**src/rtl/ldrep_pkg.sv**
```systemverilog
package ldrep_pkg;

   typedef struct packed {
      logic       legal;
      logic       post;
      logic       q;
      logic [1:0] size;
      logic [4:0] rm;
      logic [4:0] rn;
      logic [4:0] rt;
   } ldrep_dec_t;

   typedef enum logic [2:0] {
      ST_IDLE,
      ST_RD0,
      ST_WT0,
      ST_RD1,
      ST_WT1,
      ST_CMT
   } ldrep_state_t;

   localparam logic [4:0] SP_INDEX = 5'd31;

endpackage

```
**src/rtl/ldrep_decode.sv**
```systemverilog
module ldrep_decode
   import ldrep_pkg::*;
#(
   parameter int IW = 32
) (
   input  logic [IW-1:0] word,
   output ldrep_dec_t    dec
);
   localparam logic [6:0] OPC_PLAIN = 7'b0011010;
   localparam logic [6:0] OPC_POST  = 7'b0011011;

   if (IW != 32) begin : g_bad_iw
      $error("ldrep_decode: IW must be 32");
   end

   logic common_ok, plain_ok, post_ok;

   always_comb begin
      common_ok = (word[31] == 1'b0) && (word[22:21] == 2'b11) &&
                  (word[15:13] == 3'b110) && (word[12] == 1'b0);
      plain_ok  = common_ok && (word[29:23] == OPC_PLAIN) && (word[20:16] == 5'd0);
      post_ok   = common_ok && (word[29:23] == OPC_POST);
      dec.legal = plain_ok || post_ok;
      dec.post  = post_ok;
      dec.q     = word[30];
      dec.size  = word[11:10];
      dec.rm    = word[20:16];
      dec.rn    = word[9:5];
      dec.rt    = word[4:0];
   end
endmodule

```
**src/rtl/ldrep_bcast.sv**
```systemverilog
module ldrep_bcast #(
   parameter int VLEN     = 128,
   parameter int ELEM_MAX = 64
) (
   input  logic [ELEM_MAX-1:0] elem,
   input  logic [1:0]          size,
   input  logic                q,
   output logic [VLEN-1:0]     vec
);
   localparam int NSIZE = $clog2(ELEM_MAX / 8) + 1;
   localparam int HALF  = VLEN / 2;

   if (VLEN != 128) begin : g_bad_vlen
      $error("ldrep_bcast: VLEN must be 128");
   end
   if (ELEM_MAX != 64) begin : g_bad_emax
      $error("ldrep_bcast: ELEM_MAX must be 64");
   end

   logic [VLEN-1:0] rep [NSIZE];

   for (genvar s = 0; s < NSIZE; s++) begin : g_size
      localparam int EW = 8 << s;
      assign rep[s] = {(VLEN / EW){elem[EW-1:0]}};
   end

   always_comb begin
      vec = rep[size];
      if (!q) vec[VLEN-1:HALF] = '0;
   end
endmodule

```
**src/rtl/ldrep_seq.sv**
```systemverilog
module ldrep_seq
   import ldrep_pkg::*;
#(
   parameter int AW       = 64,
   parameter int ELEM_MAX = 64
) (
   input  logic                clk,
   input  logic                rst_n,
   input  logic                start,
   input  ldrep_dec_t          dec,
   input  logic [AW-1:0]       gpr_base,
   input  logic [AW-1:0]       gpr_off,
   input  logic [AW-1:0]       sp_val,
   output logic                idle,
   output logic                mem_req_valid,
   input  logic                mem_req_ready,
   output logic [AW-1:0]       mem_req_addr,
   output logic [1:0]          mem_req_size,
   input  logic                mem_rsp_valid,
   input  logic [ELEM_MAX-1:0] mem_rsp_data,
   output logic                done,
   output logic                illegal,
   output logic                fault,
   output ldrep_dec_t          dec_r,
   output logic [ELEM_MAX-1:0] elem0,
   output logic [ELEM_MAX-1:0] elem1,
   output logic [AW-1:0]       wb_val
);
   localparam int SP_ALIGN_BITS = 4;

   if (AW < 16) begin : g_bad_aw
      $error("ldrep_seq: AW too small");
   end

   ldrep_state_t  state;
   logic [AW-1:0] base_r;
   logic [AW-1:0] esz_now, esz_r, src_base, offset;

   always_comb begin
      esz_now  = AW'(1) << dec.size;
      esz_r    = AW'(1) << dec_r.size;
      src_base = (dec.rn == SP_INDEX) ? sp_val : gpr_base;
      if (dec.rm == SP_INDEX) offset = esz_now << 1;
      else                    offset = gpr_off;
   end

   always_ff @(posedge clk or negedge rst_n) begin
      if (!rst_n) begin
         state   <= ST_IDLE;
         base_r  <= '0;
         wb_val  <= '0;
         dec_r   <= '0;
         elem0   <= '0;
         elem1   <= '0;
         illegal <= 1'b0;
         fault   <= 1'b0;
      end else begin
         illegal <= 1'b0;
         fault   <= 1'b0;
         case (state)
            ST_IDLE: if (start) begin
               if (!dec.legal) begin
                  illegal <= 1'b1;
               end else if ((dec.rn == SP_INDEX) &&
                            (sp_val[SP_ALIGN_BITS-1:0] != '0)) begin
                  fault <= 1'b1;
               end else begin
                  dec_r  <= dec;
                  base_r <= src_base;
                  wb_val <= src_base + offset;
                  state  <= ST_RD0;
               end
            end
            ST_RD0: if (mem_req_ready) state <= ST_WT0;
            ST_WT0: if (mem_rsp_valid) begin
               elem0 <= mem_rsp_data;
               state <= ST_RD1;
            end
            ST_RD1: if (mem_req_ready) state <= ST_WT1;
            ST_WT1: if (mem_rsp_valid) begin
               elem1 <= mem_rsp_data;
               state <= ST_CMT;
            end
            default: state <= ST_IDLE;
         endcase
      end
   end

   assign idle          = (state == ST_IDLE);
   assign done          = (state == ST_CMT);
   assign mem_req_valid = (state == ST_RD0) || (state == ST_RD1);
   assign mem_req_addr  = (state == ST_RD1) ? base_r + esz_r : base_r;
   assign mem_req_size  = dec_r.size;

   assert_req_hold_R7: assert property (@(posedge clk) disable iff (!rst_n)
      mem_req_valid && !mem_req_ready |=> mem_req_valid && $stable(mem_req_addr));
   assert_one_outcome_R8: assert property (@(posedge clk) disable iff (!rst_n)
      $onehot0({done, illegal, fault}));
   assert_done_pulse_R8: assert property (@(posedge clk) disable iff (!rst_n)
      done |=> !done);
   assert_fault_quiet_R5: assert property (@(posedge clk) disable iff (!rst_n)
      fault |-> !mem_req_valid && idle);
   assert_illegal_quiet_R1: assert property (@(posedge clk) disable iff (!rst_n)
      illegal |-> !mem_req_valid && idle);
endmodule

```
**src/rtl/ldrep_unit.sv**
```systemverilog
module ldrep_unit
   import ldrep_pkg::*;
#(
   parameter int AW       = 64,
   parameter int VLEN     = 128,
   parameter int ELEM_MAX = 64
) (
   input  logic                clk,
   input  logic                rst_n,
   input  logic                start,
   input  logic [31:0]         instr,
   output logic                idle,
   output logic [4:0]          gpr_ra_idx,
   input  logic [AW-1:0]       gpr_ra_data,
   output logic [4:0]          gpr_rb_idx,
   input  logic [AW-1:0]       gpr_rb_data,
   input  logic [AW-1:0]       sp_val,
   output logic                mem_req_valid,
   input  logic                mem_req_ready,
   output logic [AW-1:0]       mem_req_addr,
   output logic [1:0]          mem_req_size,
   input  logic                mem_rsp_valid,
   input  logic [ELEM_MAX-1:0] mem_rsp_data,
   output logic                done,
   output logic                illegal,
   output logic                fault,
   output logic [4:0]          vreg_a_idx,
   output logic [VLEN-1:0]     vreg_a_data,
   output logic [4:0]          vreg_b_idx,
   output logic [VLEN-1:0]     vreg_b_data,
   output logic                base_wr_en,
   output logic                base_wr_sp,
   output logic [4:0]          base_wr_idx,
   output logic [AW-1:0]       base_wr_data
);
   ldrep_dec_t          dec, dec_r;
   logic [ELEM_MAX-1:0] elem0, elem1;
   logic [AW-1:0]       wb_val;

   ldrep_decode #(.IW(32)) i_dec (.word(instr), .dec(dec));

   assign gpr_ra_idx = dec.rn;
   assign gpr_rb_idx = dec.rm;

   ldrep_seq #(.AW(AW), .ELEM_MAX(ELEM_MAX)) i_seq (
      .clk(clk), .rst_n(rst_n), .start(start), .dec(dec),
      .gpr_base(gpr_ra_data), .gpr_off(gpr_rb_data), .sp_val(sp_val),
      .idle(idle), .mem_req_valid(mem_req_valid), .mem_req_ready(mem_req_ready),
      .mem_req_addr(mem_req_addr), .mem_req_size(mem_req_size),
      .mem_rsp_valid(mem_rsp_valid), .mem_rsp_data(mem_rsp_data),
      .done(done), .illegal(illegal), .fault(fault), .dec_r(dec_r),
      .elem0(elem0), .elem1(elem1), .wb_val(wb_val));

   ldrep_bcast #(.VLEN(VLEN), .ELEM_MAX(ELEM_MAX)) i_bc0 (
      .elem(elem0), .size(dec_r.size), .q(dec_r.q), .vec(vreg_a_data));
   ldrep_bcast #(.VLEN(VLEN), .ELEM_MAX(ELEM_MAX)) i_bc1 (
      .elem(elem1), .size(dec_r.size), .q(dec_r.q), .vec(vreg_b_data));

   assign vreg_a_idx   = dec_r.rt;
   assign vreg_b_idx   = dec_r.rt + 5'd1;
   assign base_wr_en   = done && dec_r.post;
   assign base_wr_sp   = (dec_r.rn == SP_INDEX);
   assign base_wr_idx  = dec_r.rn;
   assign base_wr_data = wb_val;

   assert_wrap_R3: assert property (@(posedge clk) disable iff (!rst_n)
      done |-> vreg_b_idx == vreg_a_idx + 5'd1);
   assert_narrow_zero_R4: assert property (@(posedge clk) disable iff (!rst_n)
      done && !dec_r.q |-> vreg_a_data[VLEN-1:VLEN/2] == '0 && vreg_b_data[VLEN-1:VLEN/2] == '0);
   assert_wb_only_done_R6: assert property (@(posedge clk) disable iff (!rst_n)
      base_wr_en |-> done);
endmodule

```
**config.mk**
```make
export PLATFORM = sky130hd
export DESIGN_NAME = ldrep_unit
export DESIGN_NICKNAME = d
export VERILOG_FILES = /design/src/rtl/ldrep_pkg.sv /design/src/rtl/ldrep_decode.sv /design/src/rtl/ldrep_bcast.sv /design/src/rtl/ldrep_seq.sv /design/src/rtl/ldrep_unit.sv
export SDC_FILE = /design/constraint.sdc
export NUM_CORES = 1
export LEC_CHECK = 0
export ABC_AREA = 1
export BUFFER_PORTS_ARGS = -buffer_cell sky130_fd_sc_hd__clkbuf_2
export CELL_PAD_IN_SITES_DETAIL_PLACEMENT = 0
export CELL_PAD_IN_SITES_GLOBAL_PLACEMENT = 1
export CORE_AREA = 2 2 279 281
export CTS_CLUSTER_DIAMETER = 120
export DETAILED_ROUTE_END_ITERATION = 16
export DIE_AREA = 0 0 281 283
export PLACE_DENSITY_LB_ADDON = 0.15
export SLEW_MARGIN = 25
export SYNTH_ARGS = -nofsm -noshare
export SYNTH_HDL_FRONTEND = slang
export SYNTH_SLANG_ARGS = --single-unit
export TNS_END_PERCENT = 50
```
**constraint.sdc**
```tcl
create_clock -name clk -period 2.62 [get_ports clk]
set_input_delay 0.131 -clock clk [delete_from_list [all_inputs] [get_ports clk]]
set_output_delay 0.131 -clock clk [all_outputs]
set_load 0.03 [all_outputs]
```
---- Word level (Yosys, flattened, before mapping) ----
Index checks and enable logic that the tools add are counted.
cells by class
  add/subtract/negate cells ............... 3
  $mul .................................... 0
  divide/modulo/power cells ............... 0
  $lt $le $gt $ge ......................... 1
  eq/ne operators ......................... 19
  shift operators ......................... 2
  muxes and demuxes ....................... 26
  bitwise gates (word level) .............. 4
  reductions and logical operators ........ 17
operators by type and width
  operator              number
  $bmux 128 s2          2
  $mux 128              4
  $mux 64               5
  $add 64x64->64        2
  $shl 1x2->64 const A  1
  $shl 1x2->63 const A  1
  $mux 3                7
  $eq 5x5->1 const B    3
  $pmux 3 s5            1
  $eq 7x5->1 const B    2
  $ne 2x2->1 const B    6
  $eq 3x3->1 const B    3
  $logic_and 1x1->1     8
  $mux 1                7
  $reduce_and 7->1      1
  $eq 3x2->1 const B    2
  $add 5x1->5 const B   1
  $logic_not 5->1       1
  $reduce_and 2->1      2
  $reduce_and 4->1      1
  $reduce_bool 4->1     1
  $eq 3x1->1 const B    1
  $ge 3x3->1 const B    1
  $logic_not 3->1       1
  other kinds (5)       8
word-level totals
  flip-flop bits (word level) ............. 275
  bits in latches ......................... 0
  memory bits (writable) .................. 0
  memory bits (read-only) ................. 0
  input port bits ......................... 293
  output and inout port bits .............. 418
  logic and storage cells ................. 84
  memories kept ........................... 0

---- Longest topological paths before layout ----
  depth after elaboration ................. 10
  gate-level depth with buffers ........... 22
  mapped depth without buffers ............ 21

---- Modules after synthesis ----
Synthesis repeated with hierarchy kept, for this count alone.
second synthesis, totals
  cells, all modules ...................... 3874
  area total of the unflattened synthesis .. 23303.6 sq um
modules (own cells, without submodules)
  module        times used  cells an instance  area an instance (sq um)  sequential area each (sq um)
  ldrep_seq     1           3124               19769.0                   7031.7
  ldrep_bcast   2           344                1589.0                    0.0
  ldrep_decode  1           44                 266.5                     0.0
  ldrep_unit    1           18                 90.1                      0.0

---- Least setup slack after synthesis ----
Ideal clock, no wire load.
  path kind ............................... flip-flop to output port
  start point ............................. register, netlist name i_seq.mem_req_size[0]
  end point ............................... output port mem_req_addr[26]
  arrival ................................. 3.065 ns
  data required time ...................... 2.489 ns
  setup slack ............................. -0.576 ns
  stages on the path, launching flop included .. 17
  path buffers ............................ 2
  path through ............................ dfrtp_1 -> buf_4 -> clkinv_1 -> nor2_2 -> buf_2 -> inv_1 -> fa_1 -> nand3b_1 -> nand2_1 -> inv_2 -> nor2_4 -> nand2_2 -> nor2_2 -> nand2_1 -> nor2_1 -> nand2_1 -> xnor2_1
between the ends
  word-level cells in the longest chain between the ends .. 3
ends and longest elaborated chain
  element         line              source
  $shl 1x2->64    ldrep_seq.sv:41   esz_r = AW'(1) << dec_r.size;
  $add 64x64->64  ldrep_seq.sv:92   assign mem_req_addr = (state == ST_RD1) ? base_r + esz_r : base_r;
  $mux 64         ldrep_seq.sv:92
  end, declared   ldrep_unit.sv:20  output logic [AW-1:0] mem_req_addr,
Every way passes these cells.

---- Worst setup path after layout ----
  start point ............................. register, netlist name i_seq.mem_req_size[1]
  end point ............................... output port mem_req_addr[26]
between the ends
  word-level cells in the longest chain between the ends .. 3
ends and longest elaborated chain
  element         line
  $shl 1x2->64    ldrep_seq.sv:41
  $add 64x64->64  ldrep_seq.sv:92
  $mux 64         ldrep_seq.sv:92
Every way passes these cells.

==> load_flow_metrics.sql <==
INSERT INTO impl_metrics (metric_group, metric, value, unit) VALUES
('worst_setup_path', 'critical_path_peak_fanout', '2', ''),
('floorplan', 'core_region_area', '76700', 'um^2'),
('drt', 'drt-total-wl', '120000', 'um'),
('outcome', 'result_of_the_run', 'finished, violations left', ''),
('logic_synthesis', 'synth-async-reset-ratio', '100', '%'),
('logic_synthesis', 'synth.cells.most_frequent', 'sky130_fd_sc_hd__nand2_1 (1,500), sky130_fd_sc_hd__inv_1 (662), sky130_fd_sc_hd__nor2_1 (292)', ''),
('clocking', 'worst_skew_pair.late_latency', '0.56', 'ns'),
('sta', 'period_share', '127', '%'),
('logic_synthesis', 'synth-seq-area-share', '30.2', '%'),
('global_route', 'grt_util_all_layers', '29.6', '%'),
('final_layout', 'finish.instance_area', '34900', 'um^2'),
('outcome', 'violated_checks', 'setup timing', ''),
('sta', 'final_min_period', '3.33', 'ns'),
('power', 'power_per_cell_area', '654', 'nW/um^2'),
('sta', 'clock.fmax', '301', 'MHz'),
('power', 'netSwitchingFraction', '47.5', '%'),
('drt', 'drt-wirelength-per-cell', '20.0', 'um'),
('floorplan', 'initial_utilization', '29.7', '%'),
('placement', 'place_ws', '-0.528', 'ns'),
('logic_synthesis', 'synth.area.top_cells', 'sky130_fd_sc_hd__dfrtp_1 (30%), sky130_fd_sc_hd__nand2_1 (25%), sky130_fd_sc_hd__inv_1 (11%)', ''),
('power', 'pwr-share-clk', '25.0', '%'),
('power', 'combinationalPowerShare', '49.8', '%'),
('clocking', 'clk_root_buffer_cell', 'sky130_fd_sc_hd__clkbuf_16', ''),
('drt', 'first_iter_violations', '1588', ''),
('final_layout', 'areaGrowthSynthToFinish', '52.9', '%'),
('worst_setup_path', 'startpoint_type', 'flop', ''),
('placement', 'gp_routability_congestion', '0.940', ''),
('global_route', 'grt_pass1_vias', '27707', ''),
('worst_setup_path', 'critical_path_arrival', '3.19', 'ns'),
('worst_setup_path', 'worst_setup_path_type', 'flop to primary output', ''),
('drt', 'ant_nets', '0', ''),
('drt', 'route.vias.total', '27844', ''),
('clocking', 'cts_tree', 'built', ''),
('sta', 'timing.max_slew.rel_slack', '58.4', '%'),
('logic_synthesis', 'netlist.area_leader.share', '30.2', '%'),
('logic_synthesis', 'post_synth_num_cell_types', '42', ''),
('power', 'leakage', '20.2', 'nW'),
('clocking', 'clock_sink_count', '275', ''),
('logic_synthesis', 'number_of_enable_flip_flop_cells_after_synthesis', '0', ''),
('sta', 'final-hold-violation-count', '0', ''),
('logic_synthesis', 'ys_seq_elements', '275', ''),
('final_layout', 'fillers', '8318', ''),
('worst_setup_path', 'critical_path.n_buffers_inverters', '4', ''),
('power', 'net-switching-power', '0.0108', 'W'),
('placement', 'placement.io_buffers', '710', ''),
('logic_synthesis', 'synth.avg_cell_area', '5.96', 'um^2'),
('global_route', 'pin_count_of_the_biggest_net_entering_global_routing', '62', ''),
('global_route', 'grt_remaining_overflow', '0', ''),
('worst_setup_path', 'worst_ep_required_time', '2.49', 'ns'),
('final_layout', 'final_layout_size_suffix_gt1_share', '29.2', '%'),
('logic_synthesis', 'netlist.top_cell.by_area', 'sky130_fd_sc_hd__dfrtp_1', ''),
('global_route', 'wire_length_of_the_first_global_routing_pass', '175000', 'um'),
('sta', 'number_of_setup_violations_in_the_final_report', '69', ''),
('logic_synthesis', 'synthesis.yosys.warnings', '0', ''),
('power', 'internal_power', '0.0120', 'W'),
('drt', 'detail_route.vias_per_cell', '4.62', ''),
('clocking', 'cts-htree-levels', '2', ''),
('sta', 'clock_skew', '0.0219', 'ns'),
('final_layout', 'antenna_cells_inserted', '0', ''),
('sta', 'final_critical_path_setup_slack', '-0.706', 'ns'),
('sta', 'final.hold.worst_slack', '0.0339', 'ns'),
('clocking', 'clock_tree.buffer_depth', '3', ''),
('global_route', 'antenna_found_initial', '0', ''),
('placement', 'dp_hpwl', '101000', 'um'),
('logic_synthesis', 'synth.most_common_cell', 'sky130_fd_sc_hd__nand2_1', ''),
('floorplan', 'die_x', '281', 'um'),
('sta', 'drv_slew', '0', ''),
('sta', 'worst_pin_slew', '0.624', 'ns'),
('clocking', 'cts_buffers', '39', ''),
('floorplan', 'die_area', '79500', 'um^2'),
('power', 'share_seq_of_total_power', '25.2', '%');
[metal layers]
layer	track usage [%]	share of wire, %
met1	36.4	42
met2	52.5	49
met3	3.44	4.7
met4	11.1	4.2
met5	0	0
[layout make-up]
type	instances	area [um^2]	area share [%]
clock buffers	51	1090	3.13
clock inverters	18	259	0.743
inverters	674	2550	7.33
multi-input cells	2722	13900	39.8
flip-flops and latches	275	6880	19.7
well taps	1040	1300	3.73
repair buffers	1246	8890	25.5
[cells by family (layout without fill, tap and decap cells)]
kind of cell,after synthesis,after routing,share of synthesized area (%)
AOI/OAI and AO/OA,401,401,9.20
DFF,275,275,30.2
and+or+nand+nor,2170,2170,39.0
buffers and inverters,829,1989,14.6
adders and majority gates,70,70,3.91
xor gates and xnor gates,81,81,3.11
[worst paths after layout]
path | startpoint | depth (start not counted) | slack, ns | end
setup / recovery | i_seq.mem_req_size[1] | 16 | -0.71 | mem_req_addr[26]
max in group asynchronous | rst_n | 3 | 1.63 | i_seq.elem0[34]
min in group asynchronous | rst_n | 2 | 0.12 | i_seq.elem0[54]
setup reg to reg | i_seq.state[1] | 11 | 0.26 | i_seq.dec_r[17]
hold reg to reg | i_seq.wb_val[0] | 2 | 0.48 | i_seq.wb_val[0]
hold / removal | instr[11] | 4 | 0.03 | i_seq.mem_req_size[1]
[timing repair]
item | in CTS | in global routing
setup buffers | 20 | 19
hold buffers | 93 | 0
pin swaps | 37 | 51
gates resized for setup | 275 | 171
endpoints found under the setup margin | 155 | 162
endpoints found under the hold margin | 245 | 0
[worst reg2reg max path, stage by stage (launching register included)]
cell and delay (ns):
sky130_fd_sc_hd__dfrtp_1 0.48, sky130_fd_sc_hd__nor2_2 0.24, sky130_fd_sc_hd__nand2_1 0.12, sky130_fd_sc_hd__inv_2 0.10, sky130_fd_sc_hd__nand2_1 0.07, sky130_fd_sc_hd__clkinv_1 0.04, sky130_fd_sc_hd__nand2_1 0.09, sky130_fd_sc_hd__nor2_4 0.16
sky130_fd_sc_hd__buf_4 0.26, sky130_fd_sc_hd__nand2_1 0.07, sky130_fd_sc_hd__o21ai_0 0.08, sky130_fd_sc_hd__dlygate4sd3_1 0.56
[sequential cells by signal, indices dropped and copies added, names as in the netlist]
| register | cells |
|---|---|
| i_seq.elem0 | 64 |
| i_seq.fault | 1 |
| i_seq.dec_r | 12 |
| i_seq.wb_val | 64 |
| i_seq.state | 3 |
| i_seq.elem1 | 64 |
| i_seq.illegal | 1 |
| i_seq.base_r | 64 |
| i_seq.mem_req_size | 2 |
[power groups by stage]
stage	Clock (W)	Sequential, W	Combinational [W]
6_report	0.00570	0.00574	0.0114
5_1_grt	0.00600	0.00584	0.0122
4_1_cts	0.00584	0.00572	0.0113
3_5_place_dp	0	0.00578	0.0110
3_3_place_gp	0	0.00576	0.0110
2_1_floorplan	0	0.00558	0.00693
[cell usage in the layout (no fill, tap or decap), drive strengths merged, types with 5 or more instances in the layout]
cell type    synthesis  final
nand2             1507   1507
clkbuf              71    699
inv                671    671
buf                 84    505
nor2               309    309
dfrtp              275    275
o21ai              252    252
nand3              203    203
a21oi               96     96
dlygate4sd3          0     93
ha                  68     68
nor3                49     49
a31oi               46     46
xor2                41     41
xnor2               40     40
and2                39     39
nand4               32     32
nand3b              14     14
clkinv               3     14
or2                  9      9
nor4                 6      6
bufinv               0      5
[metrics by stage]
stage / cells / utilization [%]
2_1_floorplan: 3826 / -
3_3_place_gp: 5835 / 40.0
3_5_place_dp: 5835 / 40.0
4_1_cts: 6012 / 44.7
5_1_grt: 6026 / 45.5
6_report: 6026 / 45.5
Note: power is estimated with default switching activity, not from simulation.
